File: config.mk
export PLATFORM = sky130hd
export DESIGN_NAME = pp_dma_chan
export DESIGN_NICKNAME = d
export VERILOG_FILES = /design/src/rtl/pp_dma_pkg.sv /design/src/rtl/pp_dma_buf.sv /design/src/rtl/pp_dma_seq.sv /design/src/rtl/pp_dma_chan.sv
export SDC_FILE = /design/constraint.sdc
export NUM_CORES = 1
export LEC_CHECK = 0
export BUFFER_PORTS_ARGS = -buffer_cell sky130_fd_sc_hd__buf_2
export CORE_ASPECT_RATIO = 1.25
export CORE_MARGIN = 8
export CORE_UTILIZATION = 50
export CTS_CLUSTER_DIAMETER = 100
export CTS_CLUSTER_SIZE = 25
export DETAILED_ROUTE_END_ITERATION = 8
export PLACE_DENSITY = 0.71
export SETUP_SLACK_MARGIN = 0.2
export SLEW_MARGIN = 20
export SYNTH_ARGS = -nofsm -noshare
export SYNTH_HDL_FRONTEND = slang
export SYNTH_HIERARCHICAL = 1
export SYNTH_SLANG_ARGS = --single-unit
File: constraint.sdc
create_clock -name clk_i -period 3.18 [get_ports clk_i]
set_input_delay 0.318 -clock clk_i [delete_from_list [all_inputs] [get_ports clk_i]]
set_output_delay 0.318 -clock clk_i [all_outputs]
set_load 0.005 [all_outputs]
File: src/rtl/pp_dma_pkg.sv
package pp_dma_pkg;
  localparam logic [2:0] OFS_CFG    = 3'd0;
  localparam logic [2:0] OFS_SET    = 3'd1;
  localparam logic [2:0] OFS_CLR    = 3'd2;
  localparam logic [2:0] OFS_STAT   = 3'd3;
  localparam logic [2:0] OFS_ADDR_A = 3'd4;
  localparam logic [2:0] OFS_CNT_A  = 3'd5;
  localparam logic [2:0] OFS_ADDR_B = 3'd6;
  localparam logic [2:0] OFS_CNT_B  = 3'd7;

  localparam int B_RUN     = 0;
  localparam int B_IE      = 1;
  localparam int B_ERR     = 2;
  localparam int B_DONE_A  = 3;
  localparam int B_START_A = 4;
  localparam int B_DONE_B  = 5;
  localparam int B_START_B = 6;
  localparam int B_BIU     = 7;

  localparam logic [7:0] SET_MASK = 8'h53;
  localparam logic [7:0] CLR_MASK = 8'h7F;

  typedef enum logic {S_IDLE, S_XFER} seq_state_e;
endpackage

File: src/rtl/pp_dma_buf.sv
module pp_dma_buf #(
  parameter int unsigned ADDR_W = 32,
  parameter int unsigned CNT_W  = 13
) (
  input  logic              clk_i,
  input  logic              rst_ni,
  input  logic              ld_addr_i,
  input  logic              ld_cnt_i,
  input  logic [ADDR_W-1:0] wdata_i,
  input  logic              adv_i,
  input  logic              step2_i,
  output logic [ADDR_W-1:0] addr_o,
  output logic [CNT_W-1:0]  cnt_o
);
  localparam logic [CNT_W-1:0] CNT_ONE = {{(CNT_W-1){1'b0}}, 1'b1};

  logic [ADDR_W-1:0] step;
  assign step = {{(ADDR_W-2){1'b0}}, step2_i, ~step2_i};

  always_ff @(posedge clk_i or negedge rst_ni) begin
    if (!rst_ni) begin
      addr_o <= '0;
      cnt_o  <= '0;
    end else begin
      if (ld_addr_i)  addr_o <= wdata_i;
      else if (adv_i) addr_o <= addr_o + step;
      if (ld_cnt_i)   cnt_o  <= wdata_i[CNT_W-1:0];
      else if (adv_i) cnt_o  <= cnt_o - CNT_ONE;
    end
  end
endmodule

File: src/rtl/pp_dma_seq.sv
module pp_dma_seq import pp_dma_pkg::*; #(
  parameter int unsigned CNT_W = 13
) (
  input  logic             clk_i,
  input  logic             rst_ni,
  input  logic             run_i,
  input  logic             start_i,
  input  logic [CNT_W-1:0] cnt_i,
  input  logic             burst8_i,
  input  logic             dev_req_i,
  input  logic             mem_ack_i,
  input  logic             mem_err_i,
  output logic             mem_req_o,
  output logic             adv_o,
  output logic             err_o,
  output logic             fin_o
);
  localparam int unsigned LEFT_W = 4;

  seq_state_e state_q, state_d;
  logic [LEFT_W-1:0] left_q, left_d, blen;
  logic [CNT_W-1:0] bsz;
  logic go;

  assign go   = run_i & start_i;
  assign bsz  = {{(CNT_W-4){1'b0}}, burst8_i, ~burst8_i, 2'b00};
  assign blen = (cnt_i < bsz) ? cnt_i[LEFT_W-1:0] : bsz[LEFT_W-1:0];

  always_comb begin
    state_d   = state_q;
    left_d    = left_q;
    mem_req_o = 1'b0;
    adv_o     = 1'b0;
    err_o     = 1'b0;
    fin_o     = 1'b0;
    case (state_q)
      S_IDLE: begin
        if (go) begin
          if (cnt_i == '0) fin_o = 1'b1;
          else if (dev_req_i) begin
            state_d = S_XFER;
            left_d  = blen;
          end
        end
      end
      S_XFER: begin
        if (!go) state_d = S_IDLE;
        else begin
          mem_req_o = 1'b1;
          if (mem_ack_i) begin
            if (mem_err_i) begin
              err_o   = 1'b1;
              state_d = S_IDLE;
            end else begin
              adv_o  = 1'b1;
              left_d = left_q - 4'd1;
              if (left_q == 4'd1) state_d = S_IDLE;
            end
          end
        end
      end
    endcase
  end

  always_ff @(posedge clk_i or negedge rst_ni) begin
    if (!rst_ni) begin
      state_q <= S_IDLE;
      left_q  <= '0;
    end else begin
      state_q <= state_d;
      left_q  <= left_d;
    end
  end
endmodule

File: src/rtl/pp_dma_chan.sv
module pp_dma_chan import pp_dma_pkg::*; #(
  parameter int unsigned ADDR_W = 32,
  parameter int unsigned CNT_W  = 13,
  parameter int unsigned REG_W  = 32
) (
  input  logic              clk_i,
  input  logic              rst_ni,
  input  logic              reg_we_i,
  input  logic [2:0]        reg_widx_i,
  input  logic [REG_W-1:0]  reg_wdata_i,
  output logic [REG_W-1:0]  reg_rdata_o,
  input  logic              dev_req_i,
  output logic [3:0]        dev_sel_o,
  output logic [REG_W-9:0]  dev_port_o,
  output logic              mem_req_o,
  output logic [ADDR_W-1:0] mem_addr_o,
  output logic              mem_we_o,
  output logic              mem_hword_o,
  output logic              mem_big_o,
  input  logic              mem_ack_i,
  input  logic              mem_err_i,
  output logic              irq_o
);
  logic [REG_W-1:0]  cfg_q;
  logic [7:0]        csr_q, csr_d;
  logic [ADDR_W-1:0] addr_w [2];
  logic [CNT_W-1:0]  cnt_w  [2];
  logic [CNT_W-1:0]  cnt_cur;
  logic cur, adv, fin, seq_err, start_cur;
  logic wr_cfg, wr_set, wr_clr;

  assign cur       = csr_q[B_BIU];
  assign cnt_cur   = cnt_w[cur];
  assign start_cur = cur ? csr_q[B_START_B] : csr_q[B_START_A];
  assign wr_cfg    = reg_we_i && (reg_widx_i == OFS_CFG);
  assign wr_set    = reg_we_i && (reg_widx_i == OFS_SET);
  assign wr_clr    = reg_we_i && (reg_widx_i == OFS_CLR);

  for (genvar b = 0; b < 2; b++) begin : g_buf
    localparam logic [2:0] IDX_ADDR = (b == 0) ? OFS_ADDR_A : OFS_ADDR_B;
    localparam logic [2:0] IDX_CNT  = (b == 0) ? OFS_CNT_A  : OFS_CNT_B;
    localparam logic       SEL      = (b == 0) ? 1'b0 : 1'b1;
    pp_dma_buf #(.ADDR_W(ADDR_W), .CNT_W(CNT_W)) i_buf (
      .clk_i     (clk_i),
      .rst_ni    (rst_ni),
      .ld_addr_i (reg_we_i && (reg_widx_i == IDX_ADDR)),
      .ld_cnt_i  (reg_we_i && (reg_widx_i == IDX_CNT)),
      .wdata_i   (reg_wdata_i[ADDR_W-1:0]),
      .adv_i     (adv && (cur == SEL)),
      .step2_i   (cfg_q[3]),
      .addr_o    (addr_w[b]),
      .cnt_o     (cnt_w[b])
    );
  end

  pp_dma_seq #(.CNT_W(CNT_W)) i_seq (
    .clk_i     (clk_i),
    .rst_ni    (rst_ni),
    .run_i     (csr_q[B_RUN]),
    .start_i   (start_cur),
    .cnt_i     (cnt_cur),
    .burst8_i  (cfg_q[2]),
    .dev_req_i (dev_req_i),
    .mem_ack_i (mem_ack_i),
    .mem_err_i (mem_err_i),
    .mem_req_o (mem_req_o),
    .adv_o     (adv),
    .err_o     (seq_err),
    .fin_o     (fin)
  );

  // hardware events first, then software clear, then software set
  always_comb begin
    csr_d = csr_q;
    if (fin) begin
      if (cur) begin
        csr_d[B_START_B] = 1'b0;
        csr_d[B_DONE_B]  = 1'b1;
      end else begin
        csr_d[B_START_A] = 1'b0;
        csr_d[B_DONE_A]  = 1'b1;
      end
      csr_d[B_BIU] = ~cur;
    end
    if (seq_err) begin
      csr_d[B_ERR] = 1'b1;
      csr_d[B_RUN] = 1'b0;
    end
    if (wr_clr) csr_d = csr_d & ~(reg_wdata_i[7:0] & CLR_MASK);
    if (wr_set) csr_d = csr_d | (reg_wdata_i[7:0] & SET_MASK);
  end

  always_ff @(posedge clk_i or negedge rst_ni) begin
    if (!rst_ni) begin
      csr_q <= '0;
      cfg_q <= '0;
    end else begin
      csr_q <= csr_d;
      if (wr_cfg) cfg_q <= reg_wdata_i;
    end
  end

  always_comb begin
    case (reg_widx_i)
      OFS_CFG:    reg_rdata_o = cfg_q;
      OFS_STAT:   reg_rdata_o = REG_W'(csr_q);
      OFS_ADDR_A: reg_rdata_o = REG_W'(addr_w[0]);
      OFS_CNT_A:  reg_rdata_o = REG_W'(cnt_w[0]);
      OFS_ADDR_B: reg_rdata_o = REG_W'(addr_w[1]);
      OFS_CNT_B:  reg_rdata_o = REG_W'(cnt_w[1]);
      default:    reg_rdata_o = '0;
    endcase
  end

  assign mem_addr_o  = addr_w[cur];
  assign mem_we_o    = cfg_q[0];
  assign mem_big_o   = cfg_q[1];
  assign mem_hword_o = cfg_q[3];
  assign dev_sel_o   = cfg_q[7:4];
  assign dev_port_o  = cfg_q[REG_W-1:8];
  assign irq_o = csr_q[B_IE] & (csr_q[B_ERR] | csr_q[B_DONE_A] | csr_q[B_DONE_B]);
endmodule

==> run summary <==
status: complete, no violations
Max VDD drop: 0.396 mV
post-route ant nets: 0
vias: 8542
CP max FO: 14
Async SR Flop Fraction: 100%
pre-CTS setup slack: 0.269 ns
IO Count: 138
Post-Syn Instances: 1028
Yosys cell types: 69
P per Cell Area: 630 nW/um^2
routability congestion estimate: 0.949
Static Leak: 0.00458 uW
Worst R2R Path Depth: 8
Worst Hold Path EP: g_buf[0].i_buf/addr_o[13]$_DFFE_PN0P_
Placement Cell Area: 10300 sq um
final hold vios: 0
gr usage total: 24.3%
synth top area cells: dfrtp_1, mux2_2, mux2_4
final WL: 29.0 mm
number of synthesized flops with an enable pin: 0
Setup Buffers After CTS: 0
top cells by count, synth: dfrtp_1, nand2_1, o21ai_0
count leader, synth: dfrtp_1
fin area: 10900 sq um
drt first pass iters: 7
Clk Latency, worst-skew pair: 0.43 ns
via/cell ratio: 6.24
largest net degree at the start of global routing: 65
Slew Limit Fails: 0
routed len/inst: 21.2 um
area leader, netlist: dfrtp_1
R2R setup slack: 0.37 ns
Reg clk slew, reported paths: 0.06 ns
min-delay src: reg_wdata_i[13]
Top FF cell, synth: dfrtp_1
overall power: 6870 uW
crit path kind: flip-flop to flip-flop
total core area: 19200 sq um
CP required: 3.52 ns
hold path depth: 3
minimum clock period: 2.81 ns
Die Height: 171 um
Layout Skew: 0.00813 ns
vias in the first global route: 8369
n_diodes: 0
IO buf count: 137
TritonCTS Sinks: 135
FF-to-FF Start: csr_q[7]$_DFFE_PN0P_
Max Clock Freq: 356 MHz
H-Tree Depth: 4
number of synthesized register bits: 135
mapped cell area: 9660 sq um
drt drc: 0
Initial DRC Count: 788
Worst EP arrival: 3.15 ns
filler cell count: 1728
Worst Hold Class: primary input to flip-flop
aggregate global routing overflow: 0
worst setup margin: 0.367 ns
Row Count: 57
maxcap violations: 0
CP Capture Type: flip-flop
first-pass GRT wire length: 46.1 mm
Die Wd: 140 um
Final Setup Violations: 0
clock root cell: clkbuf_16
die area: 24100 sq um
synthesized net count: 1080
crit share post-route: 88.5%
Initial Util: 50.4%
YS warnings: 6
startpoint types: flip-flop
Worst-Margin Slew: 0.808 ns
antenna violations before repair: 0
CTS tree: built
share of the synthesized area in the top cell type: 35.0%
RSZ-0062 raised after global routing: false
Rel. slew slack: 46.1%
register area share after synthesis: 35.0%
layout cells sized above 1: 28.5%
Final HPWL DP: 21.0 mm
syn_area_per_cell: 9.40 sq um
CTS Buf Count: 17
setup TNS: 0 ns
# nets final: 1171
Syn-to-layout area delta: 12.9%
CTS max path bufs: 2
reg-to-reg critical path endpoint: g_buf[0].i_buf/addr_o[19]$_DFFE_PN0P_
==> critical path: stages, from the launching register on <==
cell	delay (ns)
dfrtp_2	0.52
mux2_2	0.30
nand3_1	0.10
nor2_1	0.28
nor2b_2	0.26
nand4_2	0.19
or2_4	0.38
or4_1	0.51
a31oi_1	0.20
==> worst max path at each step <==
stage / startpoint / end / slack (ns) / cells after the start
global route: csr_q[7]$_DFFE_PN0P_ / g_buf[0].i_buf/addr_o[21]$_DFFE_PN0P_ / 0.26 / 8
floorplan: csr_q[7]$_DFFE_PN0P_ / g_buf[0].i_buf/addr_o[20]$_DFFE_PN0P_ / 0.54 / 11
global placement: csr_q[7]$_DFFE_PN0P_ / g_buf[0].i_buf/addr_o[23]$_DFFE_PN0P_ / 0.42 / 8
finish: csr_q[7]$_DFFE_PN0P_ / g_buf[0].i_buf/addr_o[19]$_DFFE_PN0P_ / 0.37 / 8
detailed placement: csr_q[7]$_DFFE_PN0P_ / g_buf[0].i_buf/addr_o[19]$_DFFE_PN0P_ / 0.27 / 8
CTS: csr_q[7]$_DFFE_PN0P_ / g_buf[0].i_buf/addr_o[19]$_DFFE_PN0P_ / 0.26 / 8
==> cells by family (layout without fill, tap and decap cells) <==
group           Yosys count  in the layout  share of synthesized area, %
mux                     117            117                          14.5
flops                   135            135                          35.0
fa+ha+maj                11             11                          1.58
buf+inv                 124            228                          7.52
compound gates          206            206                          13.9
simple gates            386            386                          23.1
xor+xnor                 49             49                          4.44
==> state kept, by name, indices dropped and copies added (netlist names) <==
name                cells
cfg_q                  32
csr_q                   8
g_buf.i_buf/addr_o     64
g_buf.i_buf/cnt_o      26
i_seq/left_q            4
i_seq/state_q           1
==> area by class of cell <==
| cell class | instances | area [sq um] | share of cell area, % |
|---|---|---|---|
| clock buffer | 19 | 453 | 4.15 |
| clock inverter | 13 | 154 | 1.41 |
| inverter | 31 | 116 | 1.07 |
| multi-input combinational | 769 | 5570 | 51.1 |
| sequential | 135 | 3380 | 31.0 |
| tap | 236 | 295 | 2.71 |
| timing repair buffer | 165 | 942 | 8.63 |
==> cell usage in the layout, fill, tap and decap left out, types with 7 or more instances in the layout <==
master     Yosys  final
and3_1         8      8
o31ai_1       22     22
dfrtp_1      135    134
mux2_4        30     30
a22oi_1       13     13
xor2_1        31     31
nor2_1        56     54
nand2b_1       7      7
buf_2         22    136
nor2b_1        8      7
nand4_2        9      9
and2_1        10     10
ha_1           9      9
inv_1         31     31
xnor2_1       18     18
a31oi_1       30     30
a21oi_1       32     32
buf_4         33     24
or4_1         22     22
mux2i_1       29     29
nor4_1        10     10
and4_1        12     12
mux2_2        57     57
clkbuf_16      0     17
nor3_1        13     13
o21ai_0       61     61
or2_2         11     11
nand2_1      116    116
nand4_1       18     18
nand3_1       27     27
==> metal layers <==
layer / part of all wire (%) / wire (um) / GRT usage [%] / up-vias
li1: - / - / - / 3930
met1: 41 / 11800 / 29.5 / 4197
met2: 50 / 14600 / 41.9 / 351
met3: 5.9 / 1700 / 4.55 / 64
met4: 3.2 / 935 / 9.98 / 0
met5: 0 / 0 / 0 / -
==> metrics by stage <==
| stage | hold WS [ns] | utilization [%] | instances |
|---|---|---|---|
| floorplan | 0.0224 | - | 1028 |
| global placement | 0.369 | 53.6 | 1335 |
| detailed placement | 0.372 | 53.6 | 1335 |
| CTS | 0.137 | 56.8 | 1368 |
| global route | 0.152 | 56.9 | 1368 |
| finish | 0.148 | 56.9 | 1368 |
==> power by group <==
part           total (uW)  leakage (uW)  internal, uW  switching (uW)
combinational        2120       0.00267          1090            1030
sequential           2710       0.00162          2100             607
clock                2040      0.000291          1270             777
==> what timing repair did <==
item	4_1_cts	5_1_grt
resized for setup	0	6
hold buffers	1	0
setup endpoints to repair	0	12
hold endpoints to repair	62	0
Note: power is estimated with default switching activity, not from simulation.
